**config.mk**
```make
export PLATFORM = sky130hd
export DESIGN_NAME = clk_gate_ctrl
export DESIGN_NICKNAME = d
export VERILOG_FILES = /design/src/rtl/gate_pkg.sv /design/src/rtl/gate_req_sel.sv /design/src/rtl/gate_off_timer.sv /design/src/rtl/gate_fsm.sv /design/src/rtl/clk_gate_ctrl.sv
export SDC_FILE = /design/constraint.sdc
export NUM_CORES = 1
export LEC_CHECK = 0
export ABC_AREA = 1
export BUFFER_PORTS_ARGS = -buffer_cell sky130_fd_sc_hd__clkbuf_2
export CORE_AREA = 2 2 40 42
export DETAILED_ROUTE_END_ITERATION = 8
export DIE_AREA = 0 0 42 44
export SETUP_SLACK_MARGIN = 0.05
export SYNTH_ARGS = -nofsm -noshare
export SYNTH_HDL_FRONTEND = slang
export SYNTH_SLANG_ARGS = --single-unit
```
**constraint.sdc**
```tcl
create_clock -name clk_i -period 3.4 [get_ports clk_i]
set_input_delay 0.17 -clock clk_i [delete_from_list [all_inputs] [get_ports clk_i]]
set_output_delay 0.17 -clock clk_i [all_outputs]
set_load 0.01 [all_outputs]
```
**src/rtl/gate_pkg.sv**
```systemverilog
package gate_pkg;

  typedef enum logic [1:0] {
    ST_OFF   = 2'd0,
    ST_ON    = 2'd1,
    ST_DRAIN = 2'd2
  } gate_state_e;

endpackage

```
**src/rtl/gate_req_sel.sv**
```systemverilog
module gate_req_sel #(
  parameter bit NO_DISABLE = 1'b0
) (
  input  logic sw_sel_i,
  input  logic sw_en_i,
  input  logic hw_req_i,
  output logic req_o
);

  generate
    if (NO_DISABLE) begin : g_pinned
      logic unused_in;
      assign unused_in = sw_sel_i ^ sw_en_i ^ hw_req_i;
      assign req_o     = 1'b1;
    end else begin : g_owner_mux
      assign req_o = sw_sel_i ? sw_en_i : hw_req_i;
    end
  endgenerate

endmodule

```
**src/rtl/gate_off_timer.sv**
```systemverilog
module gate_off_timer #(
  parameter int unsigned HYST_LO = 8,
  parameter int unsigned HYST_HI = 64,
  parameter int unsigned CNT_W   = 6
) (
  input  logic clk_i,
  input  logic rst_ni,
  input  logic load_i,
  input  logic hyst_en_i,
  input  logic hyst_hi_i,
  input  logic dec_i,
  output logic zero_o
);

  // load value is delay-1: zero is seen at edge k+D
  localparam logic [CNT_W-1:0] LD_NONE = CNT_W'(1);
  localparam logic [CNT_W-1:0] LD_LO   = CNT_W'(HYST_LO - 1);
  localparam logic [CNT_W-1:0] LD_HI   = CNT_W'(HYST_HI - 1);

  logic [CNT_W-1:0] cnt_q;
  logic [CNT_W-1:0] ld_val;

  always_comb begin
    if (!hyst_en_i)     ld_val = LD_NONE;
    else if (hyst_hi_i) ld_val = LD_HI;
    else                ld_val = LD_LO;
  end

  always_ff @(posedge clk_i or negedge rst_ni) begin
    if (!rst_ni)                     cnt_q <= '0;
    else if (load_i)                 cnt_q <= ld_val;
    else if (dec_i && cnt_q != '0)   cnt_q <= cnt_q - 1'b1;
  end

  assign zero_o = (cnt_q == '0);

  AST_LOAD_RANGE: assert property (@(posedge clk_i) disable iff (!rst_ni)
    load_i |=> (cnt_q != '0 && int'(cnt_q) < int'(HYST_HI)));

endmodule

```
**src/rtl/gate_fsm.sv**
```systemverilog
module gate_fsm
  import gate_pkg::*;
(
  input  logic clk_i,
  input  logic rst_ni,
  input  logic req_i,
  input  logic zero_i,
  input  logic en_i,
  output logic load_o,
  output logic dec_o,
  output logic active_o,
  output logic status_o
);

  gate_state_e state_q, state_d;
  logic        status_q;

  always_comb begin
    state_d = state_q;
    load_o  = 1'b0;
    dec_o   = 1'b0;
    unique case (state_q)
      ST_OFF: if (req_i) state_d = ST_ON;
      ST_ON: if (!req_i) begin
        state_d = ST_DRAIN;
        load_o  = 1'b1;
      end
      ST_DRAIN: begin
        if (req_i)       state_d = ST_ON;  // cancel pending turn-off
        else if (zero_i) state_d = ST_OFF;
        else             dec_o   = 1'b1;
      end
      default: state_d = ST_OFF;
    endcase
  end

  always_ff @(posedge clk_i or negedge rst_ni) begin
    if (!rst_ni) begin
      state_q  <= ST_OFF;
      status_q <= 1'b0;
    end else begin
      state_q  <= state_d;
      status_q <= en_i;
    end
  end

  assign active_o = (state_q != ST_OFF);
  assign status_o = status_q;

  AST_CANCEL_HOLDS: assert property (@(posedge clk_i) disable iff (!rst_ni)
    (state_q == ST_DRAIN && req_i) |=> (state_q == ST_ON && status_o));

endmodule

```
**src/rtl/clk_gate_ctrl.sv**
```systemverilog
module clk_gate_ctrl #(
  parameter bit          NO_DISABLE = 1'b0,
  parameter int unsigned HYST_LO    = 8,   // >= 2
  parameter int unsigned HYST_HI    = 64   // >= HYST_LO
) (
  input  logic clk_i,
  input  logic rst_ni,
  input  logic sw_sel_i,
  input  logic sw_en_i,
  input  logic hw_req_i,
  input  logic hyst_en_i,
  input  logic hyst_hi_i,
  output logic clk_en_o,
  output logic status_o
);

  localparam int unsigned CNT_W = (HYST_HI > 2) ? $clog2(HYST_HI) : 1;

  logic req, load, dec, zero, active, gate_en;

  gate_req_sel #(.NO_DISABLE(NO_DISABLE)) u_sel (
    .sw_sel_i (sw_sel_i),
    .sw_en_i  (sw_en_i),
    .hw_req_i (hw_req_i),
    .req_o    (req)
  );

  gate_off_timer #(.HYST_LO(HYST_LO), .HYST_HI(HYST_HI), .CNT_W(CNT_W)) u_timer (
    .clk_i     (clk_i),
    .rst_ni    (rst_ni),
    .load_i    (load),
    .hyst_en_i (hyst_en_i),
    .hyst_hi_i (hyst_hi_i),
    .dec_i     (dec),
    .zero_o    (zero)
  );

  gate_fsm u_fsm (
    .clk_i    (clk_i),
    .rst_ni   (rst_ni),
    .req_i    (req),
    .zero_i   (zero),
    .en_i     (gate_en),
    .load_o   (load),
    .dec_o    (dec),
    .active_o (active),
    .status_o (status_o)
  );

  generate
    if (NO_DISABLE) begin : g_pinned_on
      logic unused_active;
      assign unused_active = active;
      assign gate_en       = 1'b1;
    end else begin : g_follow
      assign gate_en = active;
    end
  endgenerate

  assign clk_en_o = gate_en;

  AST_ON_FAST: assert property (@(posedge clk_i) disable iff (!rst_ni)
    (req && !clk_en_o) |=> clk_en_o);

  AST_STATUS_LAG: assert property (@(posedge clk_i) disable iff (!rst_ni)
    1'b1 |=> (status_o == $past(clk_en_o)));

  AST_OFF_NOT_DIRECT: assert property (@(posedge clk_i) disable iff (!rst_ni)
    $fell(clk_en_o) |-> (!$past(req) && !$past(req, 2)));

endmodule

```
==> results of run 1 <==
## layer usage
metal	part of all wire	GRT usage	vias to the layer above	wire, µm
li1	-	-	267	-
met1	0.48	0.183	229	518
met2	0.45	0.200	13	487
met3	0.034	0.0125	5	37
met4	0.039	0.116	0	42
met5	0	0	-	0
## cells in the final DEF (no fill, tap or decap)
cell           instances
and2_1                 1
nand3_2                1
clkbuf_1               1
a21oi_1                2
dfrtp_1                9
nand4_1                1
clkbuf_2               8
inv_1                  9
nand2_1               23
ha_1                   2
nand3_1               10
nand2_4                1
clkbuf_4               3
o21ai_2                4
nand2_2                1
inv_2                  1
dlygate4sd3_1          1
nand3_4                2
nor2_4                 2
nor2_1                 6
## repair_timing
action / 4_1_cts / 5_1_grt
hold endpoints to repair: 9 / 0
hold buffers: 1 / 0
gates resized for setup: 0 / 0
endpoints found under the setup margin: 0 / 0
## sequential cells by signal, indices dropped and copies added, names as in the netlist
name	flops
u_fsm.status_o	1
u_fsm.state_q	2
u_timer.cnt_q	6
## kinds of logic after synthesis
logic type / share of synthesized area
DFF: 0.375
AOI/OAI and AO/OA: 0.0750
and+or+nand+nor: 0.427
adders and majority gates: 0.0417
buffers and inverters: 0.0812
## power by group
part,switching (mW),total [mW],internal [mW],leakage [nW]
sequential,0.0354,0.182,0.146,0.112
clock,0.0403,0.0857,0.0454,0.0150
combinational,0.146,0.238,0.0929,0.234
## worst max-delay path, cell delays in order, from the launching register on
cell and delay, ps:
dfrtp_1 380, inv_1 190, ha_1 180, inv_1 50, nor2_1 150, nand3_1 110
nand3_2 80, nand2_1 50, nand2_1 60, nand2_1 50
## worst paths after layout
path                                         startpoint                            to  slack, ps  cells after the start
min in group asynchronous                        rst_ni  u_fsm.state_q[0]$_DFFE_PN0P_        300                      2
min                                           hyst_hi_i  u_timer.cnt_q[3]$_DFFE_PN0P_        270                      5
min reg2reg                u_fsm.state_q[0]$_DFFE_PN0P_  u_fsm.state_q[0]$_DFFE_PN0P_        500                      1
max                        u_timer.cnt_q[0]$_DFFE_PN0P_  u_timer.cnt_q[4]$_DFFE_PN0P_       2000                      9
max in group asynchronous                        rst_ni  u_timer.cnt_q[4]$_DFFE_PN0P_       2910                      2
max reg2reg                u_timer.cnt_q[0]$_DFFE_PN0P_  u_timer.cnt_q[4]$_DFFE_PN0P_       2000                      9
## area by class of cell
| cell class | instances | area share |
|---|---|---|
| Multi-Input combinational cell | 56 | 0.476 |
| Sequential cell | 9 | 0.328 |
| Timing Repair Buffer | 9 | 0.0730 |
| Inverter | 10 | 0.0547 |
| Clock buffer | 4 | 0.0383 |
| Tap cell | 16 | 0.0292 |
==> impl_metrics.json, run 1 <==
{
  "cp-start-kind": "flop",
  "grt_util_all_layers": 0.137,
  "slew-limit-headroom": 0.844,
  "drv_slew": 0,
  "post-place-ws_ps": 2010,
  "initial_utilization": 0.423,
  "cp_max_fo": 7,
  "hp-class": "input pin to flop",
  "power-per-cell-area_nw_per_um2": 738,
  "synth_edf_count": 0,
  "placed_cells": 99,
  "syn_inst": 76,
  "dp_hpwl_um": 809,
  "synth_top_cell_by_area": "dfrtp_1",
  "drtIter0Drc": 9,
  "clk_latency_ps": 270,
  "die_y_um": 44,
  "stdcell_area_um2": 686,
  "regArea_um2": 225,
  "crit_arrival_ps": 1560,
  "nNetsFinal": 98,
  "clock.fmax_mhz": 715,
  "drc": 0,
  "hold_viol_final": 0,
  "syn_area_um2": 601,
  "fin_cells": 104,
  "grt_overflow_total": 0,
  "area_growth_pct": 14.2,
  "grt_pass1_vias": 423,
  "end_kind": "flop",
  "cp.required_ps": 3560,
  "leakagePower_nw": 0.361,
  "syn_nets": 85,
  "grt_max_degree": 14,
  "antenna_found_initial": 0,
  "synth.most_common_cell": "nand2_1",
  "ios": 9,
  "worstMarginPinSlew_ps": 234,
  "yosysTopAreaCellShare": 0.375,
  "syn_avg_cell_area_um2": 7.90,
  "yosys-top-cells-area": "dfrtp_1 (38%), nand2_1 (14%), nand3_1 (8.3%)",
  "cts_tree": "built",
  "diodes": 0,
  "setup.worst_path.class": "flop to flop",
  "wl_per_cell_um": 10.4,
  "synth_seq_cells": 9,
  "drtAntennaViolNets": 0,
  "setup_ws_ps": 2000,
  "wirelength_mm": 1.09,
  "ir_drop_mv": 0.287,
  "grt_pass1_wl_mm": 1.81,
  "die_w_um": 42,
  "ys_seq_area_frac": 0.375,
  "fin_crit_ps": 1400,
  "clk_pin_slew_ps": 60,
  "gp_congestion": 0.722,
  "vias_per_cell": 4.94,
  "finalPower_uw": 506,
  "drive_gt1_frac": 0.261,
  "cts_root_buf": "clkbuf_4",
  "vias": 514,
  "drt-pass1-iter-count": 4,
  "fill_cells": 138,
  "synthTopCellsByCount": "nand2_1 (23), nand3_1 (10), dfrtp_1 (9), inv_1 (9), nor2_1 (6)",
  "whs_ps": 272,
  "fin_util": 0.483,
  "multi_input_comb_area_um2": 327,
  "maxCapViolations": 0,
  "cts_buffer_depth": 2,
  "synth-main-ff-cell": "dfrtp_1",
  "timing.final.crit_share": 0.411,
  "placed_area_um2": 649,
  "worst_clock_skew_ps": 0.549,
  "core_area_um2": 1420,
  "post_cts_buffers": 0,
  "async_flop_share": 1.00,
  "yosys_warnings": 0,
  "setup_viol_count_final": 0,
  "h-tree-depth": 1,
  "rsz0062_at_grt": "no",
  "numCtsBuffers": 3,
  "status": "finished, final reports clean",
  "rows": 14,
  "cts_sinks": 9,
  "setup_tns_ps": 0,
  "die-area_um2": 1850,
  "ys_types": 17,
  "portBuffers": 8
}
(Power assumes the default switching activity.)
==> run 2, diff against run 1 <==
- PLACE_DENSITY: unset -> 0.65
- clock period: 3.4 -> 1.2 ns (I/O delays scaled with it)
==> impl_metrics.json, run 2 (synthesized netlist as in run 1, its figures left out) <==
{
  "slew-limit-headroom": 0.838,
  "power-per-cell-area_nw_per_um2": 2170,
  "antenna_found_initial": 0,
  "multi_input_comb_area_um2": 405,
  "cts_tree": "built",
  "wirelength_mm": 1.67,
  "clk_pin_slew_ps": 70,
  "stdcell_area_um2": 905,
  "cpMostUsedCell": "buf_4",
  "final_cell_mix": "nand2_1 (21), buf_4 (16), nand3_1 (9), dfrtp_1 (9), clkbuf_2 (8)",
  "numCtsBuffers": 3,
  "clock.fmax_mhz": 814,
  "cts_sinks": 9,
  "portBuffers": 8,
  "crit_arrival_ps": 1400,
  "die_y_um": 44,
  "violations": "setup timing",
  "grt_pass1_wl_mm": 2.41,
  "drc": 0,
  "status": "finished, violations left",
  "rsz0062_at_grt": "yes",
  "drtIter0Drc": 14,
  "internal_power_mw": 1.11,
  "ios": 9,
  "clk_latency_ps": 280,
  "post-place-ws_ps": -50.4,
  "die_w_um": 42,
  "setup.worst_path.class": "flop to flop",
  "grt_pass1_vias": 562,
  "fin_crit_ps": 1230,
  "ir_drop_mv": 1.05,
  "drive_gt1_frac": 0.491,
  "setup_ws_ps": -28.5,
  "wl_per_cell_um": 13.7,
  "cp_max_fo": 5,
  "diodes": 0,
  "gp_congestion": 0.805,
  "grt_max_degree": 10,
  "drt-pass1-iter-count": 4,
  "whs_ps": 119,
  "largest-register": "u_timer.cnt_q",
  "area_growth_pct": 50.6,
  "die-area_um2": 1850,
  "switching_share": 0.436,
  "fill_cells": 119,
  "worstMarginPinSlew_ps": 243,
  "setup_viol_count_final": 6,
  "hold_viol_final": 0,
  "vias": 622,
  "cts_root_buf": "clkbuf_4",
  "largest_reg_flops": 6,
  "drv_slew": 0,
  "pwr-share-comb": 0.609,
  "grt_overflow_total": 0,
  "cp_cell_sequence": "buf_4 -> nor2_4 -> nand3_4 -> buf_4 -> nand3_1 -> nand2_1",
  "placed_area_um2": 752,
  "regArea_um2": 225,
  "cp.required_ps": 1380,
  "maxCapViolations": 0,
  "timing.final.crit_share": 1.02,
  "drtAntennaViolNets": 0,
  "end_kind": "flop",
  "switchingPower_uw": 855,
  "core_area_um2": 1420,
  "hp-class": "input pin to flop",
  "dp_hpwl_um": 960,
  "critPathMaxStageDelay_ps": 420,
  "p_seq_frac": 0.261,
  "h-tree-depth": 1,
  "cp-start-kind": "flop",
  "initial_utilization": 0.423,
  "grt_util_all_layers": 0.181,
  "nNetsFinal": 116,
  "final_common_cell": "nand2_1",
  "leakagePower_nw": 0.453,
  "cp_slowest_cell": "dfrtp_1",
  "pwr-share-clk": 0.130,
  "cts_buffer_depth": 2,
  "rows": 14,
  "vias_per_cell": 5.10,
  "worst_clock_skew_ps": 4.11
}
-- run 2: layer usage --
| layer | wire [µm] | global-route usage | up-vias | share of wire |
|---|---|---|---|---|
| met4 | 40 | 0.116 | 0 | 0.024 |
| met5 | 0 | 0 | - | 0 |
| met1 | 635 | 0.202 | 292 | 0.38 |
| li1 | - | - | 305 | - |
| met3 | 82 | 0.0250 | 5 | 0.049 |
| met2 | 915 | 0.325 | 20 | 0.55 |
-- run 2: cell type report --
class,count,area share
Tap cell,16,0.0221
Clock buffer,4,0.0290
Multi-Input combinational cell,57,0.448
Timing Repair Buffer,26,0.210
Sequential cell,9,0.249
Inverter,10,0.0415
-- run 2: per-stage QoR --
stage | power (mW) | util | setup TNS (ps) | std cells
after floorplan | 1.14 | - | 0 | 76
after global placement | 1.44 | 0.530 | -108 | 110
after detailed placement | 1.47 | 0.530 | -178 | 110
after CTS | 1.84 | 0.594 | 0 | 119
after global routing | 2.10 | 0.638 | -499 | 122
final | 1.96 | 0.638 | -126 | 122
-- run 2: timing repair --
item	CTS	global route
buffers inserted	3	3
hold buffers	1	0
gates cloned	1	0
endpoints found under the setup margin	6	7
endpoints found under the hold margin	9	0
pin swaps	3	7
resized for setup	6	5
-- run 2: power groups by stage --
stage               sequential [mW]  clock, mW  combinational (mW)
finish                        0.511      0.255                1.19
global route                  0.518      0.277                1.31
CTS                           0.505      0.250                1.09
detailed placement            0.498          0               0.968
global placement              0.495          0               0.948
floorplan                     0.503          0               0.635
-- run 2: worst paths after layout --
check                                                  start                            to  slack, ps  depth (start not counted)
worst max-delay path            u_fsm.state_q[0]$_DFFE_PN0P_  u_timer.cnt_q[3]$_DFFE_PN0P_        -30                          6
worst min-delay path                               hyst_hi_i  u_timer.cnt_q[3]$_DFFE_PN0P_        120                          5
worst max register to register  u_fsm.state_q[0]$_DFFE_PN0P_  u_timer.cnt_q[3]$_DFFE_PN0P_        -30                          6
worst min register to register  u_fsm.state_q[0]$_DFFE_PN0P_  u_fsm.state_q[0]$_DFFE_PN0P_        540                          1
max in group asynchronous                             rst_ni  u_timer.cnt_q[1]$_DFFE_PN0P_        820                          2
min in group asynchronous                             rst_ni  u_timer.cnt_q[2]$_DFFE_PN0P_        190                          2
-- run 2: worst max-delay path, delay by kind of cell, from the launching register on --
kind                   cells  cell delay [ps]
DFF                        1              420
buffers and inverters      2              330
and+or+nand+nor            4              380
